--- src/rtl/pwlock.sv ---
module pwlock #(
  parameter int AW        = 16,
  parameter int SEC_BASE  = 'h8000,
  parameter int SEC_WORDS = 'h4000,
  parameter int PW_BASE   = 'hBFF8
) (
  input  logic          clk,
  input  logic          rst_n,
  input  logic          reg_wr,
  input  logic [3:0]    reg_addr,
  input  logic [15:0]   reg_wdata,
  output logic [15:0]   reg_rdata,
  input  logic          mem_req,
  input  logic          mem_we,
  input  logic          mem_fetch,
  input  logic          pc_secure,
  input  logic [AW-1:0] mem_addr,
  input  logic [15:0]   mem_rdata_in,
  output logic [15:0]   mem_rdata,
  output logic          mem_we_out,
  output logic          unlocked
);
  localparam int PW_WORDS = 8;
  localparam int SEC_END  = SEC_BASE + SEC_WORDS;
  localparam int PW_END   = PW_BASE + PW_WORDS;
  localparam logic [3:0] CTRL_ADDR = 4'd8;

  logic [15:0] key_q [PW_WORDS];
  logic [15:0] shd_q [PW_WORDS];
  logic [PW_WORDS-1:0] seen_q;
  logic unlocked_q;

  logic [AW:0] addr_x;
  assign addr_x = {1'b0, mem_addr};

  logic in_sec, pw_hit, snoop, force_wr, allow;
  logic [2:0] pw_idx;
  logic [AW:0] pw_off;
  assign in_sec   = (addr_x >= (AW+1)'(SEC_BASE)) && (addr_x < (AW+1)'(SEC_END));
  assign pw_hit   = (addr_x >= (AW+1)'(PW_BASE)) && (addr_x < (AW+1)'(PW_END));
  assign pw_off   = addr_x - (AW+1)'(PW_BASE);
  assign pw_idx   = pw_off[2:0];
  assign snoop    = mem_req && !mem_we && !mem_fetch && pw_hit;
  assign force_wr = reg_wr && (reg_addr == CTRL_ADDR) && reg_wdata[0];

  logic all_ones, all_zero, key_eq, unlock_ok;
  always_comb begin
    all_ones = 1'b1;
    all_zero = 1'b1;
    key_eq   = 1'b1;
    for (int i = 0; i < PW_WORDS; i++) begin
      all_ones = all_ones && (shd_q[i] == 16'hFFFF);
      all_zero = all_zero && (shd_q[i] == 16'h0000);
      key_eq   = key_eq && (shd_q[i] == key_q[i]);
    end
  end
  assign unlock_ok = (&seen_q) && !all_zero && (all_ones || key_eq);

  always_ff @(posedge clk or negedge rst_n) begin
    if (!rst_n) begin
      for (int i = 0; i < PW_WORDS; i++) begin
        key_q[i] <= '0;
        shd_q[i] <= '0;
      end
      seen_q     <= '0;
      unlocked_q <= 1'b0;
    end else begin
      if (reg_wr && !reg_addr[3]) key_q[reg_addr[2:0]] <= reg_wdata;
      if (force_wr) begin
        seen_q     <= '0;
        unlocked_q <= 1'b0;
      end else begin
        if (snoop) begin
          shd_q[pw_idx]  <= mem_rdata_in;
          seen_q[pw_idx] <= 1'b1;
        end
        if (!unlocked_q) unlocked_q <= unlock_ok;
      end
    end
  end

  assign allow      = mem_fetch || pc_secure || unlocked_q || !in_sec;
  assign mem_rdata  = allow ? mem_rdata_in : 16'h0000;
  assign mem_we_out = mem_req && mem_we && allow;
  assign unlocked   = unlocked_q;
  assign reg_rdata  = (reg_addr == CTRL_ADDR) ? {15'b0, !unlocked_q} : 16'h0000;

  assert_zero_pw_locked_R7: assert property (@(posedge clk) disable iff (!rst_n)
    ((&seen_q) && all_zero && !unlocked_q) |=> !unlocked_q);

  assert_rise_needs_reads_R4: assert property (@(posedge clk) disable iff (!rst_n)
    $rose(unlocked_q) |-> $past(&seen_q));

  assert_force_relock_R8: assert property (@(posedge clk) disable iff (!rst_n)
    force_wr |=> (!unlocked_q && seen_q == '0));

  assert_block_write_R9: assert property (@(posedge clk) disable iff (!rst_n)
    (mem_req && mem_we && in_sec && !pc_secure && !mem_fetch && !unlocked_q) |-> !mem_we_out);

  assert_block_read_R9: assert property (@(posedge clk) disable iff (!rst_n)
    (in_sec && !pc_secure && !mem_fetch && !unlocked_q) |-> (mem_rdata == 16'h0000));

  assert_fetch_pass_R10: assert property (@(posedge clk) disable iff (!rst_n)
    mem_fetch |-> (mem_rdata == mem_rdata_in));
endmodule

--- config.mk ---
export PLATFORM = sky130hd
export DESIGN_NAME = pwlock
export DESIGN_NICKNAME = d
export VERILOG_FILES = /design/src/rtl/pwlock.sv
export SDC_FILE = /design/constraint.sdc
export NUM_CORES = 1
export LEC_CHECK = 0
export CORE_MARGIN = 2
export CORE_UTILIZATION = 47
export DETAILED_ROUTE_END_ITERATION = 16
export PLACE_DENSITY = 0.79
export SETUP_SLACK_MARGIN = 0.3
export SKIP_LAST_GASP = 1
export SLEW_MARGIN = 0
export SYNTH_ARGS = -nofsm -noshare
export SYNTH_HDL_FRONTEND = slang
export SYNTH_SLANG_ARGS = --single-unit
--- constraint.sdc ---
create_clock -name clk -period 1.9 [get_ports clk]
set_input_delay 0.38 -clock clk [delete_from_list [all_inputs] [get_ports clk]]
set_output_delay 0.38 -clock clk [all_outputs]
set_load 0.02 [all_outputs]
==> metrics.txt <==
most common cell in the netlist=dfrtp_1; CTS root buffer=clkbuf_16; Sw Ratio=0.2680; combinational power share=0.160; placer congestion estimate=0.9511; Mapped Cells=between 800 and 900; crit-path max cell delay=0.42 ns; startpoint types=register; num rows=59; Num CTS Buffers=27; met2 WL=about 19 mm; area of the core=25980 um^2; Final Critical Period=about 2.2 ns; Post-Route WL=43.67 mm; headroom to the max-slew limit=0.4509; fillers=1824; design area=around 17000 um^2; outcome=finished, violations left; synth unique cells=36; crit path cell chain=or3_4, buf_16, and2_4, buf_6; layout cell share with drive strength beyond 1=0.4946; wl on met1=~17 mm; post-route ant nets=0; vias=9485; hpwl dp=28.11 mm; 1st-iter DRT viols=1045; fin. max-slew vios=0; FF+latch count, synth=265; H-tree depth=1; largest net degree at the start of global routing=54; P per Cell Area=between 800 and 900 nW/um^2; Layout area overhead=37.18%; Synth async-reset ratio=1.000; WL per Instance=28.52 um; First-pass DRT Iterations=5; setup violators final=between 40 and 50; area share of the largest cell type after synthesis=0.5354; TritonCTS Sinks=265; Reg clk slew, reported paths=approximately 0.060 ns; Worst Path Arrival=1.82 ns; chip width=166.3 um; DIE AREA=27670 um^2; remaining global-route overflow=0; Nets=approximately 1200; Avg Synthesized Cell Area=13.89 um^2; CP max stage cell=or3_4; Ports=93; worst vdd ir=0.7909 mV; Required @ worst endpoint=1.52 ns; highest routed metal layer=met4; Yosys top cell by area=dfrtp_1; Final period util=1.158; Max-Cap Viols=0; post-synthesis sequential area ratio=0.5354; Setup crit end kind=output port; Top FF cell, synth=dfrtp_1; Hold Path Class=input pin to asynchronous set/reset pin; Crit Path Max Fanout=8; Area after DPL=14970 um^2; clock share of power=0.366; Top delay family on crit path=simple AND/OR/NAND/NOR gates; Initial Utilization=0.4766; vias in the first global route=9796; Layout Skew=0.01898 ns; CP Buf/Inv Count=2; gr usage total=0.3136; Worst Hold Margin=0.3655 ns; first-pass GRT wire length=64.36 mm; leakage=8.717 nW; violated checks=setup timing; clock buffer depth=3; number of remaining DRC errors=0; RSZ-0062 raised after global routing=true; Hold Vio Cnt, Final=0; Post-synth EDFFs=0; P_int=10.48 mW; fmax=between 0.4 and 0.5 GHz; ranking of synthesized cells by area=dfrtp_1 (54%), mux2_2 (18%), xor2_1 (9.1%); final setup margin=-0.3007 ns; Flop pwr share=0.475; switching pwr=3.835 mW; DR WL met3=4.464 mm; CTS tree=built; initial antenna violation count=0; Post-synth top cells=dfrtp_1 (265), mux2_2 (193), xor2_1 (128); synth warn=0; IO Port Bufs=77; Clock Latency Late Sink=0.54 ns; transition time of the tightest slew-check pin=0.8227 ns; Mapped Area=roughly 12000 um^2; Vias per Instance=6.195; Die Span Y=166.3 um; WS Path Type=register to output port
[cells by family (layout without fill, tap and decap cells)]
family,Yosys count,in the layout,share of synthesized area
other cells,1,16,0.0003028
mux,256,256,0.2443
simple gates,198,200,0.1055
buf+inv,41,328,0.02243
flops,265,265,0.5354
xor+xnor,128,128,0.09051
compound gates,3,3,0.001616
[final cells by class]
type	instances	area (um^2)	area share
inverters	1	3.754	0.0002209
diodes	1	2.502	0.0001473
flip-flops and latches	265	6633	0.3904
repair buffers	279	3012	0.1773
well taps	335	419.2	0.02467
clock buffers	38	747.0	0.04397
multi-input cells	602	6065	0.3569
clock inverters	10	108.9	0.006407
[metrics by stage]
step	setup slack, ns	instances	total power [mW]	TNS [ns]	util
after floorplan	-0.07770	906	7.928	-3.532	-
after global placement	-0.9603	1433	8.877	-117.35	0.5763
after detailed placement	-0.9602	1433	8.963	-122.96	0.5763
after CTS	-0.3475	1522	14.21	-5.729	0.6469
after global routing	-0.3333	1530	14.75	-6.351	0.6537
final	-0.3007	1531	14.31	-5.328	0.6538
[cell usage in the layout, fill, tap and decap left out, drive strengths merged, types with 2 or more instances in the layout]
cell type      Yosys  final
nor4              76     76
clkbuf            11     41
nand3              4      4
xor2             128    128
clkinvlp           0      2
nand2             21     23
dfrtp            265    265
or3                2      2
a211oi             2      2
buf               29    224
nor3b              3      3
and2              16     16
nor2               7      7
conb               1     15
dlygate4sd2        0      8
bufinv             0      2
inv                1      2
and3               2      2
nand4             55     55
nand3b             7      7
mux2             256    256
clkinv             0      5
clkdlybuf4s50      0     43
[registers in the layout, summed over array words and instances, names as in the netlist]
register  cells
key_q       128
seen_q        8
unlocked      1
shd_q       128
[metal layers]
metal,GRT usage,vias to the layer above
met5,0,-
met3,0.07245,172
met2,0.4721,656
met4,0.1585,0
li1,-,3810
met1,0.4284,4847
[worst paths after layout]
kind	startpoint	to	slack [ns]	cells past startpoint
min	rst_n	key_q[104]	0.37	2
max	unlocked	mem_rdata[13]	-0.30	4
min in group clk	seen_q[6]	seen_q[6]	0.51	2
min reg2reg	seen_q[6]	seen_q[6]	0.51	2
max reg2reg	shd_q[114]	unlocked	-0.23	8
max in group asynchronous	rst_n	key_q[125]	0.89	3
[power groups by stage]
stage                     registers (mW)  clock network [mW]  logic (mW)
after floorplan                     6.71                   0        1.22
after global placement              6.82                   0        2.06
after detailed placement            6.85                   0        2.11
after CTS                           6.77                5.23        2.21
after global routing                6.85                5.48        2.42
final                               6.79                5.24        2.28
[repair_timing]
action,CTS,global route
resized for setup,218,34
hold buffers,1,0
setup endpoints to repair,197,183
setup buffers,23,6
hold endpoints to repair,45,0
cloned,17,2
pin swaps,25,6
Note: power is estimated with default switching activity, not from simulation.
